[src/rtl/cfgm_pkg.sv]
package cfgm_pkg;
  typedef enum logic [1:0] {
    SW_IDLE = 2'd0,
    SW_PRE  = 2'd1,
    SW_POST = 2'd2
  } sw_state_e;
endpackage

[src/rtl/cfgm_mode_bit.sv]
module cfgm_mode_bit (
  input  logic clk,
  input  logic rst_n,
  input  logic wr_en,
  input  logic wr_bit,
  input  logic cfg_enable,
  output logic mode_q
);
  logic mode_n;

  always_comb begin
    mode_n = mode_q;
    if (wr_en) mode_n = wr_bit;
    if (!cfg_enable) mode_n = 1'b0;
  end

  always_ff @(posedge clk or negedge rst_n) begin
    if (!rst_n) mode_q <= 1'b0;
    else        mode_q <= mode_n;
  end
endmodule

[src/rtl/cfgm_quiet_timer.sv]
module cfgm_quiet_timer #(
  parameter int unsigned LIMIT = 1250
) (
  input  logic clk,
  input  logic rst_n,
  input  logic clr,
  input  logic inc,
  output logic done
);
  localparam int unsigned CW = (LIMIT < 2) ? 1 : $clog2(LIMIT);

  logic [CW-1:0] cnt_q, cnt_n;

  always_comb begin
    cnt_n = cnt_q;
    if (clr)      cnt_n = '0;
    else if (inc) cnt_n = cnt_q + CW'(1);
  end

  always_ff @(posedge clk or negedge rst_n) begin
    if (!rst_n) cnt_q <= '0;
    else        cnt_q <= cnt_n;
  end

  assign done = (cnt_q == CW'(LIMIT - 1));
endmodule

[src/rtl/cfgm_switch_fsm.sv]
module cfgm_switch_fsm
  import cfgm_pkg::*;
#(
  parameter int unsigned QUIET_CYC = 1250
) (
  input  logic clk,
  input  logic rst_n,
  input  logic sel_req,
  input  logic gate_ok,
  input  logic link_active,
  output logic clk_sel,
  output logic hold_off,
  output logic busy
);
  sw_state_e st_q, st_n;
  logic      app_q, app_n;
  logic      t_clr, t_inc, t_done;
  logic      want;

  cfgm_quiet_timer #(.LIMIT(QUIET_CYC)) u_timer (
    .clk  (clk),
    .rst_n(rst_n),
    .clr  (t_clr),
    .inc  (t_inc),
    .done (t_done)
  );

  assign want = gate_ok && (sel_req != app_q);

  always_comb begin
    st_n  = st_q;
    app_n = app_q;
    t_clr = 1'b0;
    t_inc = 1'b0;
    case (st_q)
      SW_IDLE: begin
        t_clr = 1'b1;
        if (want) st_n = SW_PRE;
      end
      SW_PRE: begin
        if (!want) begin
          st_n  = SW_IDLE;
          t_clr = 1'b1;
        end else if (link_active) begin
          t_clr = 1'b1;
        end else if (t_done) begin
          app_n = sel_req;
          st_n  = SW_POST;
          t_clr = 1'b1;
        end else begin
          t_inc = 1'b1;
        end
      end
      SW_POST: begin
        if (t_done) begin
          st_n  = SW_IDLE;
          t_clr = 1'b1;
        end else begin
          t_inc = 1'b1;
        end
      end
      default: begin
        st_n  = SW_IDLE;
        t_clr = 1'b1;
      end
    endcase
  end

  always_ff @(posedge clk or negedge rst_n) begin
    if (!rst_n) begin
      st_q  <= SW_IDLE;
      app_q <= 1'b0;
    end else begin
      st_q  <= st_n;
      app_q <= app_n;
    end
  end

  assign clk_sel  = app_q;
  assign hold_off = (st_q == SW_POST);
  assign busy     = (st_q != SW_IDLE);
endmodule

[src/rtl/cfgm_ctrl.sv]
module cfgm_ctrl #(
  parameter int unsigned DATA_W   = 32,
  parameter int unsigned CLK_MHZ  = 125,
  parameter int unsigned QUIET_US = 10
) (
  input  logic              clk,
  input  logic              rst_n,
  input  logic              wr_en,
  input  logic [DATA_W-1:0] wr_data,
  output logic [DATA_W-1:0] rd_data,
  input  logic              cfg_enable,
  input  logic              user_mode,
  input  logic              core_ready,
  input  logic              link_active,
  output logic              route_to_cfg,
  output logic              clk_sel,
  output logic              hold_off
);
  localparam int unsigned QUIET_CYC = QUIET_US * CLK_MHZ;
  localparam int unsigned MODE_B = 0;
  localparam int unsigned SEL_B  = 1;
  localparam int unsigned BUSY_B = 2;

  logic mode_q;
  logic sel_q, sel_n;
  logic busy;

  cfgm_mode_bit u_mode (
    .clk       (clk),
    .rst_n     (rst_n),
    .wr_en     (wr_en),
    .wr_bit    (wr_data[MODE_B]),
    .cfg_enable(cfg_enable),
    .mode_q    (mode_q)
  );

  always_comb begin
    sel_n = sel_q;
    if (wr_en) sel_n = wr_data[SEL_B];
  end

  always_ff @(posedge clk or negedge rst_n) begin
    if (!rst_n) sel_q <= 1'b0;
    else        sel_q <= sel_n;
  end

  cfgm_switch_fsm #(.QUIET_CYC(QUIET_CYC)) u_sw (
    .clk        (clk),
    .rst_n      (rst_n),
    .sel_req    (sel_q),
    .gate_ok    (user_mode && core_ready),
    .link_active(link_active),
    .clk_sel    (clk_sel),
    .hold_off   (hold_off),
    .busy       (busy)
  );

  always_comb begin
    rd_data         = '0;
    rd_data[MODE_B] = mode_q;
    rd_data[SEL_B]  = sel_q;
    rd_data[BUSY_B] = busy;
  end

  assign route_to_cfg = mode_q;
endmodule

[config.mk]
export PLATFORM = sky130hd
export DESIGN_NAME = cfgm_ctrl
export DESIGN_NICKNAME = d
export VERILOG_FILES = /design/src/rtl/cfgm_pkg.sv /design/src/rtl/cfgm_mode_bit.sv /design/src/rtl/cfgm_quiet_timer.sv /design/src/rtl/cfgm_switch_fsm.sv /design/src/rtl/cfgm_ctrl.sv
export SDC_FILE = /design/constraint.sdc
export NUM_CORES = 1
export LEC_CHECK = 0
export ABC_AREA = 1
export BUFFER_PORTS_ARGS = -buffer_cell sky130_fd_sc_hd__buf_2
export CORE_ASPECT_RATIO = 0.9
export CORE_MARGIN = 5
export CORE_UTILIZATION = 40
export DETAILED_ROUTE_END_ITERATION = 16
export PLACE_DENSITY = 0.73
export SETUP_SLACK_MARGIN = 0.02
export SYNTH_ARGS = -nofsm -noshare
export SYNTH_HDL_FRONTEND = slang
export SYNTH_SLANG_ARGS = --single-unit
[constraint.sdc]
create_clock -name clk -period 1.9 [get_ports clk]
set_clock_uncertainty 0.1 [all_clocks]
set_input_delay 0.19 -clock clk [delete_from_list [all_inputs] [get_ports clk]]
set_output_delay 0.19 -clock clk [all_outputs]
set_load 0.05 [all_outputs]
==> impl_results.md, run 1 <==
* Cell breakdown of the critical path: ha_1 > nand2_1 > nor3_2 > nand2_2 > nand2_2 > nand2_2 > nand4_1 > nand2_1
* Internal portion of total power at 683 µW
* Period Utilization, post-route at 0.854
* Crit path time final at 1620 ps
* TritonCTS clock tree: built
* Flop pwr share at 0.315
* Initial Utilization at 0.427
* Post-detailed-route DRC marker count at 0
* Simple-gate share of the synthesized area at 0.320
* Count of buffers inserted at the top-level ports at 14
* Switching part of the total power at 0.471
* Share of total power in the clock network at 0.240
* Vias at 1,036
* RePlAce Congestion at 0.794
* Post-CTS sizing at 0
* Share of the synthesized netlist area taken by xor and xnor gates at 0.0264
* Kind of start point of the critical path: flop
* Htree depth at 1
* Overflow left after global routing at 0
* Insertion delay to the later sink of the worst-skew pair at 260 ps
* Count of fill cells added during filler insertion at 335
* Area fraction in compound gates after synthesis at 0.0414
* EDFF count, synth at 0
* Final setup violation count at 0
* Achievable clock frequency at 616 MHz
* Wire length reported by the detailed router at 2.42 mm
* Number of synthesis warnings at 0
* Cell with the largest stage delay on the worst path: sky130_fd_sc_hd__dfrtp_1
* Die span in x at 70.8 µm
* Routed WL per cell at 10.1 µm
* Hold Fails Final Rpt at 0
* Layout Area Growth over Synthesis at 3.01%
* Number of nets in the layout at 243
* Result of the run: finished, final reports clean
* Most Frequent Cell on Critical Path: sky130_fd_sc_hd__nand2_2
* CP Class: flop to flop
* Number of max-cap violations at 0
* Maximum number of pins on one net before global-route repair at 17
* Via count of the first global-routing pass at 881
* Bufs on Longest Clock Path at 2
* Setup bufs post-CTS at 0
* Most used DFF post-synth: sky130_fd_sc_hd__dfrtp_1
* Final antenna-violating net count at 0
* Endpoint with the worst hold slack: u_mode.mode_q$_DFFE_PN0P_
* Io pins at 74
* Class of the most critical hold timing path: primary input to flop
* Fraction of final layout cells sized beyond drive strength 1 at 0.157
* Reg clk slew, reported paths at 70 ps
* Sort of element at the end of the critical path: flop
* Number of clock buffers inserted by TritonCTS at 3
* Unrepaired setup endpoints after global routing: no
* Overall global routing resource usage at 0.112
* Core area at 3110 µm²
* Total of flip-flops plus latches after synthesis at 16
* Clock tree root driver cell: sky130_fd_sc_hd__clkbuf_8
* Post-detailed-placement half-perimeter wirelength at 1.82 mm
* Delay contributed by the slowest stage of the critical path at 480 ps
* Net switching power of the design at 609 µW
* Start point of the worst hold path: wr_en
* Vias per cell at 4.32
* Mean post-synth cell area at 7.18 µm²
* Reg2Reg Setup Slack at 280 ps
* Final-report max-slew violation count at 0
* Reg-to-reg endpoint: u_sw.u_timer.cnt_q[6]$_DFFE_PN0P_
* Fraction of synthesized area in multiplexers at 0
* Gate Count Post-Synth at 185
* Share of the yosys chip area belonging to registers at 0.301
* LEAKAGE at 0.000771 µW
* Number of clock sinks seen by CTS at 16
* Die Span Y at 64.7 µm
* Power density relative to cell area at 944 nW/µm²
* Critical register-to-register path startpoint: u_sw.u_timer.cnt_q[0]$_DFFE_PN0P_
* Initial drt markers at 41
* Standard-cell rows at 19
* Total negative slack for setup checks at 0 ps
* Total iterations of the first detailed-routing run at 4
* Post-synth ARST share at 1.00
* Initial antenna violation count at 0
* Post-synth design cell area at 1330 µm²
* Number of stages on the worst hold path at 2
* First-pass GRT wire length at 4.04 mm
* Synth Area in Adders at 0.0471
* Worst reg-to-reg path cell count at 8
* Cell variety after synth at 25
* Combinational share of power at 0.445
* Worst vdd rail ir drop at 0.458 mV
* Die outline area at 4580 µm²
* Final core utilization at 0.440
* Ant. Diodes at 0
* Combinational family with the most area after synthesis: simple AND/OR/NAND/NOR gates
* Critical Path Fanout Max at 11
* Critical path data arrival time at 1670 ps
* Number of buffers inserted by hold repair at cts at 1
* Data required, critical path at 1940 ps
==> per-layer routing <==
layer / part of all wire / up-vias / wire length, µm / GRT usage
met4: 0.026 / 0 / 62 / 0.0704
li1: - / 544 / - / -
met3: 0.076 / 5 / 183 / 0.0232
met1: 0.47 / 448 / 1130 / 0.155
met5: 0 / - / 0 / 0
met2: 0.43 / 39 / 1040 / 0.157
==> power by group through the flow <==
stage | Sequential [µW] | Combinational [µW] | Clock (µW)
after floorplan | 410 | 543 | 0
after global placement | 412 | 569 | 0
after detailed placement | 413 | 569 | 0
after CTS | 406 | 572 | 320
after global routing | 411 | 628 | 341
final | 407 | 575 | 310
==> area by class of cell <==
cell class,count,area [µm²],area share
well taps,42,52.6,0.0384
clock buffers,4,55.1,0.0402
flip-flops and latches,16,400,0.293
inverters,21,78.8,0.0576
multi-input cells,140,687,0.502
repair buffers,17,95.1,0.0695
==> cells by family (layout without fill, tap and decap cells) <==
| kind of cell | count (synthesis) | after routing |
|---|---|---|
| other cells | 1 | 29 |
| flops | 16 | 16 |
| fa+ha+maj | 5 | 5 |
| simple gates | 92 | 92 |
| compound gates | 10 | 10 |
| buf+inv | 57 | 42 |
| xor+xnor | 4 | 4 |
==> worst max-delay path by stage <==
stage | depth (start not counted) | from | slack [ps] | to
floorplan | 8 | u_sw.st_q[0]$_DFFE_PN0P_ | 220 | u_sw.u_timer.cnt_q[1]$_DFFE_PN0P_
global placement | 8 | u_sw.u_timer.cnt_q[0]$_DFFE_PN0P_ | 300 | u_sw.u_timer.cnt_q[1]$_DFFE_PN0P_
CTS | 8 | u_sw.u_timer.cnt_q[0]$_DFFE_PN0P_ | 270 | u_sw.u_timer.cnt_q[5]$_DFFE_PN0P_
detailed placement | 8 | u_sw.u_timer.cnt_q[0]$_DFFE_PN0P_ | 280 | u_sw.u_timer.cnt_q[5]$_DFFE_PN0P_
global route | 8 | u_sw.u_timer.cnt_q[0]$_DFFE_PN0P_ | 80 | u_sw.u_timer.cnt_q[8]$_DFFE_PN0P_
finish | 8 | u_sw.u_timer.cnt_q[0]$_DFFE_PN0P_ | 280 | u_sw.u_timer.cnt_q[6]$_DFFE_PN0P_
==> worst max-delay path: cells and delay by family, from the launching register on <==
family                   cells  cell delay (ps)
flip-flops                   1              480
AND/OR/NAND/NOR              7              720
adder cells (fa/ha/maj)      1              210
==> metrics by stage <==
step / instances / total power [µW] / cell area [µm²] / setup WS, ps / hold WS, ps
after global placement: 235 / 982 / 1300 / 300 / 29.5
after detailed placement: 235 / 982 / 1300 / 282 / 30.1
after floorplan: 213 / 953 / 1430 / 217 / -206
after global routing: 240 / 1380 / 1370 / 84.1 / 22.8
final: 240 / 1290 / 1370 / 277 / 29.7
after CTS: 240 / 1300 / 1370 / 272 / 27.3
==> synthesized netlist by cell type (2+ instances only) <==
| library cell | count | area share |
|---|---|---|
| sky130_fd_sc_hd__o21ai_0 | 2 | 0.0075 |
| sky130_fd_sc_hd__o21ai_1 | 3 | 0.011 |
| sky130_fd_sc_hd__buf_4 | 33 | 0.19 |
| sky130_fd_sc_hd__nand3_1 | 7 | 0.026 |
| sky130_fd_sc_hd__a21oi_1 | 3 | 0.011 |
| sky130_fd_sc_hd__a21o_1 | 2 | 0.011 |
| sky130_fd_sc_hd__clkinv_1 | 4 | 0.011 |
| sky130_fd_sc_hd__dfrtp_1 | 16 | 0.30 |
| sky130_fd_sc_hd__nand2_2 | 3 | 0.014 |
| sky130_fd_sc_hd__nand2_1 | 52 | 0.15 |
| sky130_fd_sc_hd__nor2_2 | 4 | 0.019 |
| sky130_fd_sc_hd__nor2_1 | 11 | 0.031 |
| sky130_fd_sc_hd__nand4_1 | 12 | 0.056 |
| sky130_fd_sc_hd__inv_1 | 16 | 0.045 |
| sky130_fd_sc_hd__ha_1 | 5 | 0.047 |
| sky130_fd_sc_hd__xor2_1 | 3 | 0.020 |
==> registers in the layout (all words and copies together) (netlist names) <==
name,count
u_sw.u_timer.cnt_q,11
u_sw.st_q,2
sel_q,1
u_mode.mode_q,1
u_sw.clk_sel,1
==> layout by cell type, fill, tap and decap left out, drive strengths merged, types with 2 or more instances in the layout <==
cell type and n:
nand4 13, nand2 55, o21ai 5, nand3 7
xor2 3, conb 29, dfrtp 16, inv 17
a21oi 3, clkinv 4, nor2 15, ha 5
buf 16, a21o 2, clkbuf 4
(Power assumes the default switching activity.)
==> inputs of run 2 (changes only) <==
--- a/config.mk
+++ b/config.mk
@@ -7,7 +7,7 @@
 export LEC_CHECK = 0
 export ABC_AREA = 1
 export BUFFER_PORTS_ARGS = -buffer_cell sky130_fd_sc_hd__buf_2
-export CORE_ASPECT_RATIO = 0.9
+export CORE_ASPECT_RATIO = 0.7
 export CORE_MARGIN = 5
 export CORE_UTILIZATION = 40
 export DETAILED_ROUTE_END_ITERATION = 16
==> constraint.sdc (replaced) <==
create_clock -name clk -period 1.9 [get_ports clk]
set_clock_uncertainty 0.1 [all_clocks]
set_input_delay 0.19 -clock clk [delete_from_list [all_inputs] [get_ports clk]]
set_output_delay 0.19 -clock clk [all_outputs]
set_load 0.1 [all_outputs]
==> impl_results.md, run 2 (synthesis gave the netlist of run 1 again) <==
* Result of the run: finished, final reports clean
* Insertion delay to the later sink of the worst-skew pair at 250 ps
* Hold Fails Final Rpt at 0
* Fraction of final layout cells sized beyond drive strength 1 at 0.176
* Post-detailed-route DRC marker count at 0
* Final antenna-violating net count at 0
* CP Launch Point: u_sw.st_q[0]$_DFFE_PN0P_
* Class of the most critical hold timing path: primary input to flop
* Io pins at 74
* Wire length reported by the detailed router at 2.50 mm
* Internal portion of total power at 693 µW
* Achievable clock frequency at 560 MHz
* Largest register FFs at 11
* Kind of start point of the critical path: flop
* Critical register-to-register path startpoint: u_sw.u_timer.cnt_q[0]$_DFFE_PN0P_
* Number of clock buffers inserted by TritonCTS at 3
* Count of buffers inserted at the top-level ports at 14
* Final setup violation count at 0
* RePlAce Congestion at 0.869
* Vias at 1,050
* Data required, critical path at 1610 ps
* Crit path time final at 1790 ps
* Number of nets in the layout at 244
* Total negative slack for setup checks at 0 ps
* Critical path data arrival time at 1500 ps
* Flop pwr share at 0.274
* CP Class: flop to output pin
* Largest registers: u_sw.u_timer.cnt_q (11), u_sw.st_q (2)
* Power density relative to cell area at 1080 nW/µm²
* Vias per cell at 4.43
* Commonest cells after routing, fill and taps aside: 52 x sky130_fd_sc_hd__nand2_1, 29 x sky130_fd_sc_hd__conb_1, 16 x sky130_fd_sc_hd__inv_1
* TritonCTS clock tree: built
* Period Utilization, post-route at 0.940
* Critical Path Fanout Max at 3
* Routed WL per cell at 10.6 µm
* Number of max-cap violations at 0
* Share of total power in the clock network at 0.204
* Initial Utilization at 0.419
* Unrepaired setup endpoints after global routing: no
* Initial drt markers at 58
* Htree depth at 1
* First-pass GRT wire length at 4.07 mm
* Final core utilization at 0.437
* Worst vdd rail ir drop at 0.523 mV
* Maximum number of pins on one net before global-route repair at 17
* Bufs on Longest Clock Path at 2
* Total iterations of the first detailed-routing run at 4
* Number of clock sinks seen by CTS at 16
* Commonest non-fill, non-tap cell in the layout: sky130_fd_sc_hd__nand2_1
* Sort of element at the end of the critical path: output pin
* LEAKAGE at 0.000773 µW
* Reg clk slew, reported paths at 70 ps
* Post-detailed-placement half-perimeter wirelength at 1.92 mm
* Initial antenna violation count at 0
* Via count of the first global-routing pass at 851
* Net switching power of the design at 806 µW
* Ant. Diodes at 0
* Standard-cell rows at 17
* Overall global routing resource usage at 0.111
* Register name with the most flops: u_sw.u_timer.cnt_q
* Final-report max-slew violation count at 0
* Switching part of the total power at 0.537
* Layout Area Growth over Synthesis at 4.14%
* Die outline area at 4590 µm²
* Overflow left after global routing at 0
* Start point of the worst hold path: wr_en
* Die Span Y at 58.2 µm
* Die span in x at 78.9 µm
* Core area at 3170 µm²
* Clock tree root driver cell: sky130_fd_sc_hd__clkbuf_8
* Combinational share of power at 0.522
## run 2: cell count changes in the layout (fill, tap and decap cells not counted), sizes merged
cell | previous run | this run
buf | 16 | 17
## run 2: power groups by stage
stage,sequential (µW),combinational [µW],clock [µW]
after detailed placement,416,738,0
after global routing,418,829,325
final,410,782,306
after CTS,410,777,313
after floorplan,416,721,0
after global placement,413,734,0
## run 2: worst max-delay path: stages, from the launching register on
cell and delay (ps):
sky130_fd_sc_hd__dfrtp_1 400, sky130_fd_sc_hd__inv_1 90, sky130_fd_sc_hd__ha_2 210, sky130_fd_sc_hd__buf_4 120, sky130_fd_sc_hd__buf_2 410
## run 2: routing by layer
| metal | wire length (µm) | share of wire | track usage |
|---|---|---|---|
| met3 | 148 | 0.059 | 0.0373 |
| met4 | 16 | 0.0064 | 0.0147 |
| met2 | 1020 | 0.41 | 0.145 |
| met1 | 1320 | 0.53 | 0.175 |
| met5 | 0 | 0 | 0 |
## run 2: repair_timing
item | CTS | global route
buffers inserted | 1 | 0
gates resized for setup | 1 | 1
hold buffers | 1 | 0
setup endpoints to repair | 11 | 1
hold endpoints to repair | 16 | 0
cloned | 0 | 0
## run 2: area by class of cell
class	instances	area [µm²]
clock buffer	4	55.1
fill	330	1790
inverter	21	78.8
multi-input combinational	140	698
sequential	16	402
tap	38	47.5
timing repair buffer	18	103
## run 2: worst paths after layout
check / to / slack (ps) / cells past startpoint
worst max-delay path: hold_off / 110 / 4
worst min-delay path: u_mode.mode_q$_DFFE_PN0P_ / 40 / 2
worst max register to register: u_sw.u_timer.cnt_q[4]$_DFFE_PN0P_ / 260 / 8
worst min register to register: u_sw.clk_sel$_DFFE_PN0P_ / 420 / 2
max in group asynchronous: u_sw.clk_sel$_DFFE_PN0P_ / 1130 / 2
min in group asynchronous: u_sw.u_timer.cnt_q[5]$_DFFE_PN0P_ / 280 / 2
## run 2: stage by stage
| stage | instances | power, µW | hold slack, ps | area, µm² | setup slack [ps] |
|---|---|---|---|---|---|
| final | 237 | 1500 | 40.9 | 1380 | 113 |
| after global routing | 237 | 1570 | 54.8 | 1380 | 58.4 |
| after CTS | 237 | 1500 | 35.2 | 1380 | 102 |
| after detailed placement | 231 | 1150 | 25.3 | 1300 | -337 |
| after global placement | 231 | 1150 | 26.8 | 1300 | -208 |
| after floorplan | 213 | 1140 | -206 | 1440 | 186 |
